===== src/rtl/trit_rd_pkg.sv =====
package trit_rd_pkg;
  typedef enum logic [1:0] {ST_IDLE, ST_STEP1, ST_STEP2} seq_state_e;

  localparam logic [1:0] TRIT_ZERO = 2'b00;
  localparam logic [1:0] TRIT_ONE  = 2'b01;
  localparam logic [1:0] TRIT_TWO  = 2'b10;

  typedef struct packed {
    logic [1:0] trit;
    logic       bad;
  } decode_t;
endpackage


===== src/rtl/trit_settle_timer.sv =====
module trit_settle_timer #(
  parameter int CNT_W = 8
) (
  input  logic             clk,
  input  logic             rst,
  input  logic             restart,
  input  logic             active,
  input  logic [CNT_W-1:0] limit,
  output logic             expire
);
  logic [CNT_W-1:0] cnt_q;

  always_ff @(posedge clk) begin
    if (rst || restart) cnt_q <= '0;
    else if (active)    cnt_q <= cnt_q + CNT_W'(1);
  end

  // limit is never zero: the sequencer clamps it when it captures it
  assign expire = active && (cnt_q == limit - CNT_W'(1));

  AST_CNT_BELOW_LIMIT: assert property (@(posedge clk) disable iff (rst)
    active |-> (cnt_q < limit));
endmodule


===== src/rtl/trit_decode.sv =====
module trit_decode
  import trit_rd_pkg::*;
(
  input  logic    serial,
  input  logic    second_step,
  input  logic    cmp_lo,
  input  logic    cmp_hi,
  output decode_t dec
);
  always_comb begin
    dec = '{trit: TRIT_ZERO, bad: 1'b0};
    if (serial) begin
      // first step finishes only on a low result; second step picks 1 or 2
      if (second_step) dec.trit = cmp_lo ? TRIT_TWO : TRIT_ONE;
    end else begin
      unique case ({cmp_lo, cmp_hi})
        2'b00:   dec.trit = TRIT_ZERO;
        2'b10:   dec.trit = TRIT_ONE;
        2'b11:   dec.trit = TRIT_TWO;
        default: dec.bad  = 1'b1;
      endcase
    end
  end

  always_comb begin
    AST_SERIAL_NEVER_BAD: assert (!(serial && dec.bad));
  end
endmodule


===== src/rtl/trit_read_seq.sv =====
module trit_read_seq
  import trit_rd_pkg::*;
#(
  parameter int SETTLE_W = 8
) (
  input  logic                clk,
  input  logic                rst,
  input  logic                start_i,
  input  logic                mode_i,
  input  logic [SETTLE_W-1:0] settle_cyc_i,
  input  logic                cmp_lo_i,
  input  logic                cmp_hi_i,
  output logic                busy_o,
  output logic                done_o,
  output logic                sense_en_o,
  output logic                ref_sel_o,
  output logic [1:0]          trit_o,
  output logic                illegal_o
);
  localparam logic [SETTLE_W-1:0] MIN_SETTLE = SETTLE_W'(1);

  seq_state_e          state_q;
  logic                mode_q;
  logic [SETTLE_W-1:0] lim_q;
  logic                expire;
  logic                accept;
  logic                go_step2;
  logic                finish;
  decode_t             dec;

  assign accept   = start_i && (state_q == ST_IDLE);
  assign go_step2 = expire && (state_q == ST_STEP1) && mode_q && cmp_lo_i;
  assign finish   = expire && !go_step2;

  trit_settle_timer #(.CNT_W(SETTLE_W)) u_timer (
    .clk     (clk),
    .rst     (rst),
    .restart (accept || expire),
    .active  (state_q != ST_IDLE),
    .limit   (lim_q),
    .expire  (expire)
  );

  trit_decode u_dec (
    .serial      (mode_q),
    .second_step (state_q == ST_STEP2),
    .cmp_lo      (cmp_lo_i),
    .cmp_hi      (cmp_hi_i),
    .dec         (dec)
  );

  always_ff @(posedge clk) begin
    if (rst) begin
      state_q    <= ST_IDLE;
      mode_q     <= 1'b0;
      lim_q      <= MIN_SETTLE;
      busy_o     <= 1'b0;
      done_o     <= 1'b0;
      sense_en_o <= 1'b0;
      ref_sel_o  <= 1'b0;
      trit_o     <= TRIT_ZERO;
      illegal_o  <= 1'b0;
    end else begin
      done_o <= 1'b0;
      if (accept) begin
        state_q    <= ST_STEP1;
        mode_q     <= mode_i;
        lim_q      <= (settle_cyc_i == '0) ? MIN_SETTLE : settle_cyc_i;
        busy_o     <= 1'b1;
        sense_en_o <= 1'b1;
        ref_sel_o  <= 1'b0;
      end else if (go_step2) begin
        state_q   <= ST_STEP2;
        ref_sel_o <= 1'b1;
      end else if (finish) begin
        state_q    <= ST_IDLE;
        busy_o     <= 1'b0;
        sense_en_o <= 1'b0;
        ref_sel_o  <= 1'b0;
        done_o     <= 1'b1;
        trit_o     <= dec.trit;
        illegal_o  <= dec.bad;
      end
    end
  end

  AST_DONE_PULSE: assert property (@(posedge clk) disable iff (rst)
    done_o |=> !done_o);
  AST_DONE_NOT_BUSY: assert property (@(posedge clk) disable iff (rst)
    done_o |-> !busy_o);
  AST_SENSE_TRACKS_BUSY: assert property (@(posedge clk) disable iff (rst)
    sense_en_o == busy_o);
  AST_PAR_REF_FIXED: assert property (@(posedge clk) disable iff (rst)
    (busy_o && !mode_q) |-> !ref_sel_o);
  AST_TRIT_CODE_LEGAL: assert property (@(posedge clk) disable iff (rst)
    trit_o != 2'b11);
  AST_ILLEGAL_ZERO: assert property (@(posedge clk) disable iff (rst)
    illegal_o |-> (trit_o == TRIT_ZERO));
  AST_SERIAL_NO_FLAG: assert property (@(posedge clk) disable iff (rst)
    (done_o && mode_q) |-> !illegal_o);
  AST_RESULT_HOLD: assert property (@(posedge clk) disable iff (rst)
    !done_o |-> ($stable(trit_o) && $stable(illegal_o)));
  AST_BUSY_NEEDS_START: assert property (@(posedge clk) disable iff (rst)
    $rose(busy_o) |-> $past(start_i));
endmodule


===== config.mk =====
export PLATFORM = sky130hd
export DESIGN_NAME = trit_read_seq
export DESIGN_NICKNAME = d
export VERILOG_FILES = /design/src/rtl/trit_rd_pkg.sv /design/src/rtl/trit_settle_timer.sv /design/src/rtl/trit_decode.sv /design/src/rtl/trit_read_seq.sv
export SDC_FILE = /design/constraint.sdc
export NUM_CORES = 1
export LEC_CHECK = 0
export BUFFER_PORTS_ARGS = -buffer_cell sky130_fd_sc_hd__clkbuf_2
export CAP_MARGIN = 20
export CORE_ASPECT_RATIO = 0.6
export CORE_MARGIN = 2
export CORE_UTILIZATION = 50
export CTS_BUF_LIST = sky130_fd_sc_hd__clkbuf_16
export DETAILED_ROUTE_END_ITERATION = 6
export PLACE_DENSITY = 0.77
export SETUP_SLACK_MARGIN = 0.2
export SLEW_MARGIN = 20
export SYNTH_ARGS = -nofsm -noshare
export SYNTH_HDL_FRONTEND = slang
export SYNTH_SLANG_ARGS = --single-unit
export TNS_END_PERCENT = 5

===== constraint.sdc =====
create_clock -name clk -period 3 [get_ports clk]
set_input_delay 0.3 -clock clk [delete_from_list [all_inputs] [get_ports clk]]
set_output_delay 0.3 -clock clk [all_outputs]
set_load 0.005 [all_outputs]

Word-level counts from Yosys, hierarchy flattened
Cells that the tools add are included.

Add/subtract/negate cells: 2. Eq/ne operators: 6. Mux-type cells: 15. Bitwise logic cells: 2. Reduce and logical (&&, ||, !) cells: 21.

Operators with widths (number): $mux W2 (5); $add A8 B1 Y8 const B (1); $eq A8 B8 Y1 (1); $logic_not A8 Y1 (1); $mux W1 (8); $mux W8 (1); $sub A8 B1 Y8 const B (1); $eq A2 B2 Y1 const B (3); $logic_and A1 B1 Y1 (6); $reduce_bool A2 Y1 (3); $reduce_or A3 Y1 (2); $logic_not A2 Y1 (2); $pmux W2 S2 (1); $reduce_and A3 Y1 (1); $reduce_bool A3 Y1 (1); $eq A2 B1 Y1 const B (1); $logic_or A1 B1 Y1 (2); $ne A2 B2 Y1 const B (1); $not A1 Y1 (2); $reduce_and A2 Y1 (1); $reduce_or A2 Y1 (1); $logic_not A1 Y1 (1).

Bits in registers: 25. Input bits: 14.

Longest topological paths before layout
Depth in word-level cells: 11. Mapped depth: 7. Depth with buffers taken out: 7.

Cells and area by module
Synthesis repeated with hierarchy kept, for this count alone.

Cell total of the unflattened synthesis: 150. Area, all modules: 1271.2 um^2.

By module, submodules not included: trit_read_seq (times used 1, cells each 74, area each 654.4 um^2); trit_settle_timer (times used 1, cells each 70, area each 579.3 um^2); trit_decode (times used 1, cells each 6, area each 37.5 um^2).

Least setup slack after synthesis
Ideal clock, no wire load.

Path kind: register -> register. Start: register lim_q[0]. End: register u_timer.cnt_q[0]. Arrival: 1853 ps. Data required time: 2872 ps. Path slack: 1018 ps. Cell stages (with the launch flop): 8. Buffers on the path: 0. Clock period less this slack: 1982 ps. Cell sequence: dfxtp_1 > inv_1 > ha_1 > o21ba_2 > a221oi_1 > o22ai_1 > o31ai_4 > nor2_1.

Cells in the longest elaborated chain, start to end: 5.

RTL lines: start: declaration (RTL line trit_read_seq.sv:24) `logic [SETTLE_W-1:0] lim_q;`; start signal: assignment (RTL line trit_read_seq.sv:68) `lim_q <= (settle_cyc_i == '0) ? MIN_SETTLE : settle_cyc_i;`; $sub A8 B1 Y8 (RTL line trit_settle_timer.sv:19) `assign expire = active && (cnt_q == limit - CNT_W'(1));`; $eq A8 B8 Y1 (RTL line trit_settle_timer.sv:19); $logic_and A1 B1 Y1 (RTL line trit_settle_timer.sv:19); $logic_or A1 B1 Y1 (RTL line trit_read_seq.sv:38) `.restart (accept || expire),`; $logic_or A1 B1 Y1 (RTL line trit_settle_timer.sv:14) `if (rst || restart) cnt_q <= '0;`; end signal: assignment (RTL line trit_settle_timer.sv:15) `else if (active) cnt_q <= cnt_q + CNT_W'(1);`; end: declaration (RTL line trit_settle_timer.sv:11) `logic [CNT_W-1:0] cnt_q;`.

Every way passes these cells. A chain may end at the register's enable or synchronous reset.

Worst setup path in the final report
Start: register lim_q[0]. End: register u_timer.cnt_q[4].

Same word-level chain as after synthesis.

==> run metrics <==
Yosys reg bits 24; Final TNS setup 0 ns; Clk Latency, worst-skew pair about 0.25 ns; Psw 0.000206 W; clock skew approximately 0.0031 ns; worst endpoint data arrival time ~2.5 ns; Mean Syn Cell Area approximately 9.1 um^2; Achievable Freq 430 MHz; Required @ worst endpoint 3.13 ns; core outline area 0.00224 mm^2; # setup viols final 0; cts bufs inserted 3; Seq pwr share between 40 and 50%; Layout area overhead 16.5%; RSZ-0062 raised after global routing false; mux cell area share after synthesis 2.43%; full die area 0.00289 mm^2; synthesized cell area 0.00123 mm^2; IO Port Bufs 20; startpoint types flop; number of synthesized flops with an enable pin 0; DP Area around 0.0014 mm^2; Tmin final 2.33 ns; clock sink count 24; cell taking the most area after synthesis dfxtp_1; routed vias roughly 1,100; status complete, no violations; Max-Cap Viols 0; Synth Area in XOR/XNOR 11.4%; top cells by area, synth dfxtp_1 39%, xor2_1 7.1%, a22o_1 5.0%; worst vdd ir 0.305 mV; FFs w/ async S/R, synth 0%; hold_ws 0.263 ns; Resized cells post-CTS 0; Final period util 77.6%; syn nets 151; Gate power share between 10% and 20%; CTS tree built; DP Wirelength 2.16 mm; post-route cell area 0.00144 mm^2; Starting Density 55.0%; share of cells above drive strength 1 20.5%; kind of end point of the critical path flop; Top-Level Pins 21; routed len/inst around 16 um; Leak 0.630 nW; first-pass GRT wire length 4.77 mm; sequential share of the synthesized area 38.9%; crit path max fanout 8; Setup Buffers After CTS 0; Adder-Cell Fraction of Synth Area 2.03%; Synth Area in Compound Gates 19.0%; Fin. Hold Viols 0; CTS HTree Levels 1; Clock power frac 36.5%; number of global-route vias before repair between 1,000 and 1,500; DRT Wirelength 3.00 mm; # diodes 0; global placement routability congestion approximately 0.8; fin util between 60 and 70%; GRT overflow 0; largest family of logic cells by synthesized area simple AND/OR/NAND/NOR gates; drt initial violations 58; most common cell in the netlist dfxtp_1; NumNets Final 173; commonest cells in the netlist 24 x dfxtp_1, 11 x nor2_1, 10 x xor2_1; P_int 0.000576 W; Tightest Pin Transition 0.611 ns; Synth Area in Simple Gates 23.1%; antenna-violating nets left 0; CTS Hold Bufs 0; Sw Share 26.4%; clock buffer depth 2; Residual DRC 0; synth unique cells 41; synthesis warning total 0; top_reg_cell synth dfxtp_1; Pwr Density 544 mW/mm^2; Synth top area share 38.9%; Slew headroom 59.1%; Fill cells a little under 200; first-pass iteration count of the detailed router 4; largest net degree at the start of global routing 14; Hold Path Class in -> reg; fin. max-slew vios 0; num rows 13; Total GRT Usage 22.4%; die extent in x 68.1 um; initial antenna violation count 0; Chip Height 42.5 um; CTS clk-pin slew, worst paths approximately 0.060 ns; kind of critical path reg -> reg; Syn Inst Count 135; detail-routed via count per cell 5.88; CTS root buffer clkbuf_16; Pwr Total 0.000782 W
==> logic make-up (layout without fill, tap and decap cells) <==
logic type / count (synthesis) / count (layout)
AOI/OAI and AO/OA: 30 / 30
and+or+nand+nor: 51 / 51
adders and majority gates: 2 / 2
DFF: 24 / 24
muxes: 3 / 3
buffers and inverters: 9 / 30
xor gates and xnor gates: 16 / 16
==> stage by stage <==
step	instances	setup slack, ns
6_report	186	0.673
5_1_grt	186	0.631
4_1_cts	186	0.722
3_5_place_dp	182	0.801
3_3_place_gp	182	0.918
2_1_floorplan	135	1.02
==> power groups by stage <==
stage          sequential [W]  clock, W  combinational, W
2_1_floorplan        0.000360         0         0.0000984
3_5_place_dp         0.000366         0          0.000131
3_3_place_gp         0.000365         0          0.000128
5_1_grt              0.000363  0.000305          0.000148
6_report             0.000360  0.000285          0.000137
4_1_cts              0.000359  0.000289          0.000135
==> sequential cells by signal (all words and copies together), names as in the netlist <==
name and flops:
u_timer.cnt_q 8, done_o 1, state_q 1, sense_en_o 1, mode_q 1, lim_q 8
ref_sel_o 1, illegal_o 1, trit_o 2
==> cell type report <==
| type | instances | area, um^2 | share of cell area, % |
|---|---|---|---|
| Multi-Input combinational cell | 102 | 714 | 49.7 |
| Inverter | 5 | 18.8 | 1.31 |
| Timing Repair Buffer | 21 | 108 | 7.48 |
| Sequential cell | 24 | 480 | 33.4 |
| Clock buffer | 3 | 75.1 | 5.22 |
| Clock inverter | 1 | 3.75 | 0.261 |
| Tap cell | 30 | 37.5 | 2.61 |
==> worst paths after layout <==
path	start	endpoint	depth (start not counted)	slack (ns)
worst min register to register	illegal_o$_SDFFE_PP0P_	illegal_o$_SDFFE_PP0P_	2	0.49
worst max register to register	lim_q[0]$_SDFFE_PP1P_	u_timer.cnt_q[4]$_SDFFE_PP0P_	7	0.67
worst max-delay path	lim_q[0]$_SDFFE_PP1P_	u_timer.cnt_q[4]$_SDFFE_PP0P_	7	0.67
worst min-delay path	mode_i	mode_q$_SDFFE_PP0P_	2	0.26
==> critical path, stage by stage (launching register included) <==
cell      delay (ns)
dfxtp_1         0.41
inv_1           0.09
ha_1            0.28
o21ba_2         0.23
a221oi_1        0.40
o22ai_1         0.24
o31ai_4         0.45
nor2_1          0.11
==> cells in the final DEF, fill, tap and decap left out, types with 4 or more instances in the layout <==
cell type | netlist | final
and3_1 | 5 | 5
o21ai_0 | 4 | 4
clkbuf_2 | 0 | 20
nand2_1 | 8 | 8
inv_1 | 5 | 5
nor2_1 | 11 | 11
xnor2_1 | 6 | 6
a21oi_1 | 6 | 6
dfxtp_1 | 24 | 24
xor2_1 | 10 | 10
nand2b_1 | 4 | 4
a22o_1 | 7 | 7
==> routing by layer <==
metal,share of wire [%],vias to the layer above,global-route usage [%]
met5,0,-,0
met3,5.6,8,5.65
met2,44,35,34.4
met1,48,515,30.8
li1,-,536,-
met4,2.1,0,6.40
No activity file was read; power rests on OpenSTA's default activity.
